**src/rtl/tdm_chain_pkg.sv**
```systemverilog
package tdm_chain_pkg;

  // Number of set bits in a mask of up to 32 channels.
  function automatic logic [5:0] count_ones(logic [31:0] v);
    logic [5:0] n;
    n = '0;
    for (int i = 0; i < 32; i++) n = n + {5'd0, v[i]};
    return n;
  endfunction

  // Position of the k-th set bit (k from 0), scanning upward from bit 0.
  function automatic logic [4:0] nth_set(logic [31:0] v, logic [4:0] k);
    logic [5:0] seen;
    logic [4:0] pos;
    seen = '0;
    pos  = '0;
    for (int i = 0; i < 32; i++) begin
      if (v[i]) begin
        if (seen == {1'b0, k}) pos = 5'(i);
        seen = seen + 6'd1;
      end
    end
    return pos;
  endfunction

endpackage

```
**src/rtl/tdm_slot_framer.sv**
```systemverilog
module tdm_slot_framer #(
  parameter int SLOT_W = 32,
  parameter int WORD_W = 24,
  localparam int BW = $clog2(SLOT_W)
) (
  input  logic              clk,
  input  logic              rst_n,
  input  logic              frame_sync,
  input  logic              sdata,
  output logic              slot_start,
  output logic              slot_end,
  output logic [WORD_W-1:0] slot_word
);

  localparam logic [BW-1:0] LAST_BIT = BW'(SLOT_W - 1);

  logic [BW-1:0]     bpos;
  logic              synced;
  logic [SLOT_W-2:0] shreg;

  // Audio sits in the top of the slot; the filler below is dropped.
  function automatic logic [WORD_W-1:0] upper_field(logic [SLOT_W-1:0] s);
    return s[SLOT_W-1 -: WORD_W];
  endfunction

  assign slot_start = frame_sync || (synced && bpos == '0);
  assign slot_end   = synced && !frame_sync && bpos == LAST_BIT;
  assign slot_word  = upper_field({shreg, sdata});

  always_ff @(posedge clk or negedge rst_n) begin
    if (!rst_n) begin
      bpos   <= '0;
      synced <= 1'b0;
      shreg  <= '0;
    end else begin
      shreg <= {shreg[SLOT_W-3:0], sdata};
      if (frame_sync) begin
        synced <= 1'b1;
        bpos   <= BW'(1);
      end else if (synced) begin
        bpos <= (bpos == LAST_BIT) ? '0 : bpos + BW'(1);
      end
    end
  end


  slot_boundary_chk: assert property (@(posedge clk) disable iff (!rst_n)
    slot_end |=> slot_start);

endmodule

```
**src/rtl/tdm_chain_owner.sv**
```systemverilog
module tdm_chain_owner
  import tdm_chain_pkg::*;
#(
  parameter int NCH = 4,
  localparam int CW = (NCH > 1) ? $clog2(NCH) : 1
) (
  input  logic           clk,
  input  logic           rst_n,
  input  logic           frame_sync,
  input  logic           slot_start,
  input  logic           slot_end,
  input  logic           chain_in,
  input  logic [NCH-1:0] chan_en,
  output logic           chain_out,
  output logic           emit,
  output logic [CW-1:0]  emit_chan
);

  logic           own_q, done_q, cin_q;
  logic [CW-1:0]  k_q;
  logic [NCH-1:0] en_q;

  logic [NCH-1:0] en_eff;
  logic [CW:0]    nact;
  logic           base_own, base_done;
  logic           nxt_own, nxt_done;
  logic [CW-1:0]  nxt_k;
  logic           cur_own, cur_done;
  logic [CW-1:0]  cur_k;
  logic           grant_evt;
  logic           alloc_last;

  // Enable mask in force for this cycle: the live one at frame start.
  assign en_eff    = frame_sync ? chan_en : en_q;
  assign nact      = (CW+1)'(count_ones(32'(en_eff)));
  assign base_own  = frame_sync ? 1'b0 : own_q;
  assign base_done = frame_sync ? 1'b0 : done_q;
  assign grant_evt = slot_start && !base_own && !base_done && cin_q && nact != '0;

  always_comb begin
    nxt_own  = base_own;
    nxt_done = base_done;
    nxt_k    = k_q;
    if (base_own) begin
      if (({1'b0, k_q} + 1'b1) < nact) begin
        nxt_k = k_q + 1'b1;
      end else begin
        nxt_own  = 1'b0;
        nxt_done = 1'b1;
      end
    end else if (grant_evt) begin
      nxt_own = 1'b1;
      nxt_k   = '0;
    end
  end

  assign cur_own  = slot_start ? nxt_own  : own_q;
  assign cur_done = slot_start ? nxt_done : done_q;
  assign cur_k    = slot_start ? nxt_k    : k_q;

  assign alloc_last = cur_own && (({1'b0, cur_k} + 1'b1) == nact);
  assign chain_out  = (nact == '0) ? chain_in : alloc_last;

  assign emit      = slot_end && own_q;
  assign emit_chan = CW'(nth_set(32'(en_q), 5'(k_q)));

  always_ff @(posedge clk or negedge rst_n) begin
    if (!rst_n) begin
      own_q  <= 1'b0;
      done_q <= 1'b0;
      k_q    <= '0;
      en_q   <= '0;
      cin_q  <= 1'b0;
    end else begin
      own_q  <= cur_own;
      done_q <= cur_done;
      k_q    <= cur_k;
      en_q   <= en_eff;
      cin_q  <= chain_in;
    end
  end


  alloc_index_chk: assert property (@(posedge clk) disable iff (!rst_n)
    cur_own |-> ({1'b0, cur_k} < nact));


  token_grant_chk: assert property (@(posedge clk) disable iff (!rst_n)
    $rose(own_q) |-> $past(cin_q));


  emit_enabled_chk: assert property (@(posedge clk) disable iff (!rst_n)
    emit |-> en_q[emit_chan]);

endmodule

```
**src/rtl/tdm_chain_rx.sv**
```systemverilog
module tdm_chain_rx #(
  parameter int NCH    = 4,
  parameter int SLOT_W = 32,
  parameter int WORD_W = 24,
  localparam int CW = (NCH > 1) ? $clog2(NCH) : 1
) (
  input  logic              clk,
  input  logic              rst_n,
  input  logic              frame_sync,
  input  logic              sdata,
  input  logic              chain_in,
  input  logic [NCH-1:0]    chan_en,
  output logic              chain_out,
  output logic [WORD_W-1:0] word_out,
  output logic              word_valid,
  output logic [CW-1:0]     word_chan
);

  logic              slot_start, slot_end, emit;
  logic [WORD_W-1:0] slot_word;
  logic [CW-1:0]     emit_chan;

  tdm_slot_framer #(.SLOT_W(SLOT_W), .WORD_W(WORD_W)) u_framer (
    .clk        (clk),
    .rst_n      (rst_n),
    .frame_sync (frame_sync),
    .sdata      (sdata),
    .slot_start (slot_start),
    .slot_end   (slot_end),
    .slot_word  (slot_word)
  );

  tdm_chain_owner #(.NCH(NCH)) u_owner (
    .clk        (clk),
    .rst_n      (rst_n),
    .frame_sync (frame_sync),
    .slot_start (slot_start),
    .slot_end   (slot_end),
    .chain_in   (chain_in),
    .chan_en    (chan_en),
    .chain_out  (chain_out),
    .emit       (emit),
    .emit_chan  (emit_chan)
  );

  always_ff @(posedge clk or negedge rst_n) begin
    if (!rst_n) begin
      word_valid <= 1'b0;
      word_out   <= '0;
      word_chan  <= '0;
    end else begin
      word_valid <= emit;
      if (emit) begin
        word_out  <= slot_word;
        word_chan <= emit_chan;
      end
    end
  end


  one_shot_chk: assert property (@(posedge clk) disable iff (!rst_n)
    word_valid |=> !word_valid);

endmodule

```
**config.mk**
```make
export PLATFORM = sky130hd
export DESIGN_NAME = tdm_chain_rx
export DESIGN_NICKNAME = d
export VERILOG_FILES = /design/src/rtl/tdm_chain_pkg.sv /design/src/rtl/tdm_slot_framer.sv /design/src/rtl/tdm_chain_owner.sv /design/src/rtl/tdm_chain_rx.sv
export SDC_FILE = /design/constraint.sdc
export NUM_CORES = 1
export LEC_CHECK = 0
export ABC_CLOCK_PERIOD_IN_PS = 11900
export BUFFER_PORTS_ARGS = -buffer_cell sky130_fd_sc_hd__buf_2
export CAP_MARGIN = 10
export CORE_MARGIN = 2
export CORE_UTILIZATION = 40
export DETAILED_ROUTE_END_ITERATION = 10
export GPL_ROUTABILITY_DRIVEN = 0
export HOLD_SLACK_MARGIN = 0.02
export PLACE_DENSITY_LB_ADDON = 0.25
export SLEW_MARGIN = 20
export SYNTH_ARGS = -nofsm -noshare
export SYNTH_HDL_FRONTEND = slang
export SYNTH_SLANG_ARGS = --single-unit
```
**constraint.sdc**
```tcl
create_clock -name clk -period 11.9 [get_ports clk]
set_input_delay 2.38 -clock clk [delete_from_list [all_inputs] [get_ports clk]]
set_output_delay 2.38 -clock clk [all_outputs]
set_load 0.01 [all_outputs]
```
==> summary.json, run 1 <==
{
  "hp-class": {"value": "reg -> reg"},
  "worstPathCellList": {"value": "buf_2 -> o21ai_0 -> ha_1 -> inv_1 -> fa_1 -> inv_1 -> ha_1 -> inv_1 -> ha_1 -> and3b_1 -> a311oi_2 -> nand3_1 -> mux2i_1 -> nor2_1 -> ha_1 -> xnor2_1 -> nand3_1 -> a221oi_2 -> a221o_1 -> buf_2"},
  "wl_per_cell": {"value": 13.0, "unit": "µm"},
  "fmax": {"value": 117, "unit": "MHz"},
  "first_pass_iters": {"value": 4},
  "worst_ep_required_time": {"value": 9520, "unit": "ps"},
  "async_flop_share": {"value": 100, "unit": "%"},
  "worstSetupEndpointType": {"value": "primary output"},
  "clk-insertion-delay-late": {"value": 330, "unit": "ps"},
  "drtAntennaViolNets": {"value": 0},
  "drc": {"value": 0},
  "hold_buffers": {"value": 0},
  "main_combinational_cell_family_by_area_after_synthesis": {"value": "multiplexers"},
  "grt.busiest_layer": {"value": "met2"},
  "rows": {"value": 30},
  "grt_overflow": {"value": 0},
  "cts.htree.levels": {"value": 3},
  "cts_buffer_depth": {"value": 2},
  "vias_per_cell": {"value": 4.82},
  "pre_cts_slack": {"value": 3310, "unit": "ps"},
  "gr-usage-met3": {"value": 5.32, "unit": "%"},
  "portBuffers": {"value": 36},
  "syn_area_per_cell": {"value": 13.6, "unit": "µm²"},
  "crit_type": {"value": "in -> out"},
  "synth_edf_count": {"value": 0},
  "synth_flop_cell": {"value": "sky130_fd_sc_hd__dfrtp_1"},
  "grt_max_degree": {"value": 74},
  "layout_worst_path_cycle_share": {"value": 71.9, "unit": "%"},
  "die_height": {"value": 88.8, "unit": "µm"},
  "crit_fanout": {"value": 17},
  "coreArea": {"value": 0.00687, "unit": "mm²"},
  "critPathArrivalTime": {"value": 6180, "unit": "ps"},
  "synth-adder-area-share": {"value": 5.92, "unit": "%"},
  "post_cts_setup_buffers": {"value": 0},
  "die_width": {"value": 88.8, "unit": "µm"},
  "setup_slack": {"value": 3340, "unit": "ps"},
  "timing.critical_path.mode_cell": {"value": "sky130_fd_sc_hd__ha_1"},
  "syn_area": {"value": 0.00288, "unit": "mm²"},
  "run_status": {"value": "finished, final reports clean"},
  "synth_seq_area_share": {"value": 63.5, "unit": "%"},
  "grt.met2_usage": {"value": 19.6, "unit": "%"},
  "detail_route.iter0.violations": {"value": 66},
  "slew_viols_final": {"value": 0},
  "multi_input_area": {"value": 966, "unit": "µm²"},
  "clkTransAtPathRegs": {"value": 70, "unit": "ps"},
  "grt_pass1_vias": {"value": 1698},
  "max_cap_viol_count": {"value": 0},
  "layout_min_cycle_time": {"value": 8560, "unit": "ps"},
  "global_route_wire_length_before_repair": {"value": 7730, "unit": "µm"},
  "ctsRootBufferMaster": {"value": "sky130_fd_sc_hd__clkbuf_8"},
  "critPathTopFamily": {"value": "adder cells"},
  "synth_cells": {"value": 211},
  "numClockSinks": {"value": 73},
  "rsz_0062_raised_after_global_routing": {"value": "false"},
  "mappedNetlistNets": {"value": 233},
  "yosys.area_share.simple": {"value": 9.57, "unit": "%"},
  "timing.final.hold_violations": {"value": 0},
  "synth.ff_latch_count": {"value": 73},
  "clock_skew": {"value": 5.73, "unit": "ps"},
  "start_util": {"value": 41.9, "unit": "%"},
  "xor_and_xnor_fraction_of_the_mapped_netlist_area": {"value": 1.83, "unit": "%"},
  "setup_viol": {"value": 0},
  "fillers": {"value": 627},
  "layout.area.seq": {"value": 0.00183, "unit": "mm²"},
  "die-area": {"value": 0.00789, "unit": "mm²"},
  "synth_compound_area_share": {"value": 5.79, "unit": "%"},
  "grt_util_all_layers": {"value": 13.2, "unit": "%"},
  "detailedPlacementHpwl": {"value": 3090, "unit": "µm"},
  "final_hold_slack": {"value": 352, "unit": "ps"},
  "power_leakage": {"value": 0.00175, "unit": "µW"},
  "cpMaxStageDelayCell": {"value": "sky130_fd_sc_hd__fa_1"},
  "max-slew-margin-rel": {"value": 41.5, "unit": "%"},
  "wl": {"value": 4570, "unit": "µm"},
  "vdd.ir_drop.worst": {"value": 0.0746, "unit": "mV"},
  "final_layout_size_suffix_gt1_share": {"value": 32.4, "unit": "%"},
  "critPathBufInv": {"value": 5},
  "globalRouteMet1Util": {"value": 17.1, "unit": "%"},
  "fin_setup_tns": {"value": 0, "unit": "ps"},
  "route.vias.total": {"value": 1695},
  "post_synth_num_cell_types": {"value": 40},
  "critPathMaxStageDelay": {"value": 380, "unit": "ps"},
  "synthToLayoutAreaGrowth": {"value": 16.1, "unit": "%"},
  "worst_pin_slew": {"value": 877, "unit": "ps"},
  "numCtsBuffers": {"value": 9},
  "tritoncts_clock_tree": {"value": "done"},
  "yosys_warnings": {"value": 0},
  "setup.worst_path.start_class": {"value": "primary input"},
  "synthMuxAreaShare": {"value": 10.5, "unit": "%"},
  "diode_insertion_count_for_antenna_repair": {"value": 0},
  "power_density": {"value": 152, "unit": "mW/mm²"},
  "finish.net_count": {"value": 274},
  "grt_antenna_before_repair": {"value": 0},
  "cts_repair_resize_count": {"value": 0},
  "design.portCount": {"value": 37}
}
[cell usage after synthesis (2+ instances only)]
master	n	share of area, %
sky130_fd_sc_hd__a21o_1	2	0.52
sky130_fd_sc_hd__ha_1	12	5.2
sky130_fd_sc_hd__buf_2	4	0.70
sky130_fd_sc_hd__nor3b_1	2	0.52
sky130_fd_sc_hd__dfrtp_1	73	64
sky130_fd_sc_hd__nor2_1	13	1.7
sky130_fd_sc_hd__mux2i_1	2	0.70
sky130_fd_sc_hd__a21oi_1	3	0.52
sky130_fd_sc_hd__and3_1	4	0.87
sky130_fd_sc_hd__nand2_1	10	1.3
sky130_fd_sc_hd__nand4_1	2	0.43
sky130_fd_sc_hd__xor2_1	3	0.91
sky130_fd_sc_hd__xnor2_1	3	0.91
sky130_fd_sc_hd__o21ai_0	9	1.6
sky130_fd_sc_hd__nand3_1	6	1.0
sky130_fd_sc_hd__mux2_2	25	9.8
sky130_fd_sc_hd__nand2b_1	5	1.1
sky130_fd_sc_hd__inv_1	11	1.4
[routing by layer]
layer	up-vias	share of wire, %	wire length (µm)
met5	-	0	0
met4	0	1.2	55
met3	6	4.0	184
met2	27	46	2110
met1	857	49	2220
li1	805	-	-
[path summary, 6_finish.rpt]
kind / from / to / slack (ps) / cells past startpoint
min in group asynchronous: rst_n / u_owner.k_q[0]$_DFF_PN0_ / 2160 / 1
worst min register to register: u_framer.shreg[0]$_DFF_PN0_ / u_framer.shreg[1]$_DFF_PN0_ / 350 / 0
worst max register to register: u_owner.en_q[0]$_DFF_PN0_ / u_owner.k_q[1]$_DFF_PN0_ / 8780 / 14
max in group asynchronous: rst_n / word_out[5]$_DFFE_PN0P_ / 9160 / 1
worst max-delay path: frame_sync / chain_out / 3340 / 20
worst min-delay path: u_framer.shreg[0]$_DFF_PN0_ / u_framer.shreg[1]$_DFF_PN0_ / 350 / 0
[placed cells by master, fill, tap and decap left out, drive strengths merged, types with 2 or more instances in the layout]
| master | n |
|---|---|
| a21o | 2 |
| a21oi | 3 |
| a221oi | 2 |
| and3 | 4 |
| buf | 37 |
| clkbuf | 10 |
| clkinv | 3 |
| dfrtp | 73 |
| ha | 12 |
| inv | 11 |
| mux2 | 25 |
| mux2i | 2 |
| nand2 | 10 |
| nand2b | 5 |
| nand3 | 6 |
| nand4 | 2 |
| nor2 | 13 |
| nor2b | 2 |
| nor3b | 2 |
| o21ai | 10 |
| xnor2 | 3 |
| xor2 | 3 |
[worst reg2reg max path, stage by stage, from the launching register on]
cell and delay (ps):
sky130_fd_sc_hd__dfrtp_1 430, sky130_fd_sc_hd__inv_1 80, sky130_fd_sc_hd__o21ai_0 280, sky130_fd_sc_hd__ha_1 190, sky130_fd_sc_hd__inv_1 50, sky130_fd_sc_hd__fa_1 380
sky130_fd_sc_hd__inv_1 100, sky130_fd_sc_hd__ha_1 140, sky130_fd_sc_hd__inv_1 40, sky130_fd_sc_hd__ha_1 310, sky130_fd_sc_hd__and3b_1 190, sky130_fd_sc_hd__a311oi_2 350
sky130_fd_sc_hd__nand3_1 190, sky130_fd_sc_hd__mux2i_1 190, sky130_fd_sc_hd__nor2_1 80
[sequential cells by signal, indices dropped and copies added, names as in the netlist]
name and cells:
u_owner.own_q 1, u_framer.synced 1, u_framer.bpos 5, u_owner.cin_q 1, word_chan 2, u_owner.k_q 2
word_valid 1, word_out 24, u_owner.en_q 4, u_framer.shreg 31, u_owner.done_q 1
[area by class of cell]
class | count | area share [%]
tap | 96 | 3.60
clock buffer | 10 | 4.12
clock inverter | 5 | 1.69
sequential | 73 | 54.7
inverter | 11 | 1.24
timing repair buffer | 37 | 5.70
multi-input combinational | 120 | 28.9
[metrics by stage]
step | total power (µW) | instance area, µm² | util, % | std cells
6_report | 508 | 3340 | 48.6 | 352
5_1_grt | 536 | 3340 | 48.6 | 352
3_5_place_dp | 327 | 3140 | 45.8 | 337
4_1_cts | 517 | 3340 | 48.6 | 352
3_3_place_gp | 327 | 3140 | 45.8 | 337
2_1_floorplan | 311 | 2880 | - | 211
[logic make-up (layout without fill, tap and decap cells)]
| group | count (synthesis) | after routing |
|---|---|---|
| AO/OA/AOI/OAI | 23 | 23 |
| XOR/XNOR | 6 | 6 |
| adder cells (fa/ha/maj) | 13 | 13 |
| buffers and inverters | 18 | 63 |
| flip-flops | 73 | 73 |
| multiplexers | 27 | 27 |
| AND/OR/NAND/NOR | 51 | 51 |
[power breakdown]
part	switching [µW]	internal (µW)
Clock	84.9	101
Combinational	31.3	24.7
Sequential	8.23	258
Note: power is estimated with default switching activity, not from simulation.
==> run 2: changes to the inputs <==
--- a/config.mk
+++ b/config.mk
@@ -5,7 +5,7 @@
 export SDC_FILE = /design/constraint.sdc
 export NUM_CORES = 1
 export LEC_CHECK = 0
-export ABC_CLOCK_PERIOD_IN_PS = 11900
+export ABC_CLOCK_PERIOD_IN_PS = 7300
 export BUFFER_PORTS_ARGS = -buffer_cell sky130_fd_sc_hd__buf_2
 export CAP_MARGIN = 10
 export CORE_MARGIN = 2
==> constraint.sdc (replaced) <==
create_clock -name clk -period 7.3 [get_ports clk]
set_input_delay 1.46 -clock clk [delete_from_list [all_inputs] [get_ports clk]]
set_output_delay 1.46 -clock clk [all_outputs]
set_load 0.01 [all_outputs]
==> summary.json, run 2 (synthesis results as in run 1) <==
{
  "die_width": {"value": 88.8, "unit": "µm"},
  "numCtsBuffers": {"value": 9},
  "grt_overflow": {"value": 0},
  "worst_r2r_startpoint": {"value": "u_owner.en_q[0]$_DFF_PN0_"},
  "power": {"value": 874, "unit": "µW"},
  "final_cell_mix": {"value": "sky130_fd_sc_hd__dfrtp_1 (73), sky130_fd_sc_hd__buf_2 (35), sky130_fd_sc_hd__mux2_2 (25)"},
  "max_cap_viol_count": {"value": 0},
  "grt_antenna_before_repair": {"value": 0},
  "clock_skew": {"value": 7.17, "unit": "ps"},
  "power_density": {"value": 259, "unit": "mW/mm²"},
  "cts.htree.levels": {"value": 3},
  "cts_repair_resize_count": {"value": 0},
  "vdd.ir_drop.worst": {"value": 0.129, "unit": "mV"},
  "fin_setup_tns": {"value": 0, "unit": "ps"},
  "tritoncts_clock_tree": {"value": "done"},
  "die-area": {"value": 0.00789, "unit": "mm²"},
  "clkTransAtPathRegs": {"value": 80, "unit": "ps"},
  "vias_per_cell": {"value": 4.78},
  "r2r-end": {"value": "u_owner.k_q[1]$_DFF_PN0_"},
  "largest_registers": {"value": "u_framer.shreg: 31 flops, word_out: 24 flops, u_framer.bpos: 5 flops"},
  "worstSetupEndpointType": {"value": "primary output"},
  "rows": {"value": 30},
  "run_status": {"value": "finished, final reports clean"},
  "wl": {"value": 4480, "unit": "µm"},
  "coreArea": {"value": 0.00687, "unit": "mm²"},
  "final_layout_size_suffix_gt1_share": {"value": 32.7, "unit": "%"},
  "hp-start": {"value": "u_framer.shreg[5]$_DFF_PN0_"},
  "worst_pin_slew": {"value": 871, "unit": "ps"},
  "holdPathEnd": {"value": "u_framer.shreg[6]$_DFF_PN0_"},
  "critPathArrivalTime": {"value": 5310, "unit": "ps"},
  "drtAntennaViolNets": {"value": 0},
  "cts_buffer_depth": {"value": 2},
  "design.portCount": {"value": 37},
  "grt_util_all_layers": {"value": 13.1, "unit": "%"},
  "power_leakage": {"value": 0.00176, "unit": "µW"},
  "crit_fanout": {"value": 17},
  "worst_ep_required_time": {"value": 5840, "unit": "ps"},
  "grt_pass1_vias": {"value": 1690},
  "layout_min_cycle_time": {"value": 6770, "unit": "ps"},
  "post_cts_setup_buffers": {"value": 0},
  "clk-insertion-delay-late": {"value": 330, "unit": "ps"},
  "start_util": {"value": 41.9, "unit": "%"},
  "numClockSinks": {"value": 73},
  "top_register": {"value": "u_framer.shreg"},
  "synthToLayoutAreaGrowth": {"value": 17.2, "unit": "%"},
  "first_pass_iters": {"value": 4},
  "worstHoldPathCells": {"value": 0},
  "global_route_wire_length_before_repair": {"value": 7730, "unit": "µm"},
  "slew_viols_final": {"value": 0},
  "fmax": {"value": 148, "unit": "MHz"},
  "crit_type": {"value": "in -> out"},
  "reg2reg_setup_slack": {"value": 4150, "unit": "ps"},
  "most_common_library_cell_in_the_layout_ignoring_fill_and_taps": {"value": "sky130_fd_sc_hd__dfrtp_1"},
  "portBuffers": {"value": 36},
  "route.vias.total": {"value": 1687},
  "finish.net_count": {"value": 274},
  "diode_insertion_count_for_antenna_repair": {"value": 0},
  "layout_worst_path_cycle_share": {"value": 92.7, "unit": "%"},
  "hold_buffers": {"value": 0},
  "largest_register_ffs": {"value": 31},
  "grt_max_degree": {"value": 74},
  "drc": {"value": 0},
  "ctsRootBufferMaster": {"value": "sky130_fd_sc_hd__clkbuf_8"},
  "worst-r2r-cell-count": {"value": 14},
  "wl_per_cell": {"value": 12.7, "unit": "µm"},
  "max-slew-margin-rel": {"value": 42.0, "unit": "%"},
  "detailedPlacementHpwl": {"value": 3020, "unit": "µm"},
  "timing.final.hold_violations": {"value": 0},
  "detail_route.iter0.violations": {"value": 82},
  "setup_viol": {"value": 0},
  "die_height": {"value": 88.8, "unit": "µm"},
  "hp-class": {"value": "reg -> reg"},
  "setup.worst_path.start_class": {"value": "primary input"},
  "rsz_0062_raised_after_global_routing": {"value": "false"}
}
-- run 2: layer usage --
layer,track usage (%),wire length [µm]
met1,17.1,2200
met2,19.7,2060
met3,3.54,151
met4,7.44,80
met5,0,0
-- run 2: worst max-delay path by stage --
stage | endpoint | from | cells past startpoint
after detailed placement | chain_out | frame_sync | 20
final | chain_out | frame_sync | 20
after global routing | chain_out | frame_sync | 20
after floorplan | chain_out | frame_sync | 20
after CTS | chain_out | frame_sync | 20
after global placement | chain_out | frame_sync | 20
-- run 2: cell type report --
| cell class | count | area (µm²) |
|---|---|---|
| fill | 620 | 3500 |
| sequential | 73 | 1830 |
| multi-input combinational | 120 | 966 |
| timing repair buffer | 37 | 190 |
| clock buffer | 10 | 138 |
| tap | 96 | 120 |
| clock inverter | 6 | 90.1 |
| inverter | 11 | 41.3 |
-- run 2: power by group --
group	internal (µW)	total, µW	leakage, µW	switching [µW]
sequential	420	433	0.000926	12.9
combinational	40.3	91.6	0.000723	51.3
clock	203	349	0.000113	146
total	663	874	0.00176	211
-- run 2: through the flow --
step / hold slack, ps / utilization [%] / instance area, µm² / instances / worst slack, ps
6_report: 352 / 49.1 / 3370 / 353 / 530
5_1_grt: 360 / 49.1 / 3370 / 353 / 83.1
4_1_cts: 354 / 49.1 / 3370 / 353 / 532
3_5_place_dp: 336 / 45.8 / 3140 / 337 / 520
3_3_place_gp: 334 / 45.8 / 3140 / 337 / 695
2_1_floorplan: 331 / - / 2880 / 211 / 799
-- run 2: worst max-delay path, cell delays in order --
cell                       delay (ps)
sky130_fd_sc_hd__buf_2            260
sky130_fd_sc_hd__o21ai_0          210
sky130_fd_sc_hd__ha_1             320
sky130_fd_sc_hd__inv_1             50
sky130_fd_sc_hd__fa_1             380
sky130_fd_sc_hd__inv_1            110
sky130_fd_sc_hd__ha_1             150
sky130_fd_sc_hd__inv_1             40
sky130_fd_sc_hd__ha_1             310
sky130_fd_sc_hd__and3b_1          190
sky130_fd_sc_hd__a311oi_2         350
sky130_fd_sc_hd__nand3_1          180
sky130_fd_sc_hd__mux2i_1          160
sky130_fd_sc_hd__nor2_1           160
sky130_fd_sc_hd__ha_1             260
sky130_fd_sc_hd__xnor2_1          180
sky130_fd_sc_hd__nand3_1          120
sky130_fd_sc_hd__a221oi_2         180
sky130_fd_sc_hd__a221o_1          130
sky130_fd_sc_hd__buf_2            120
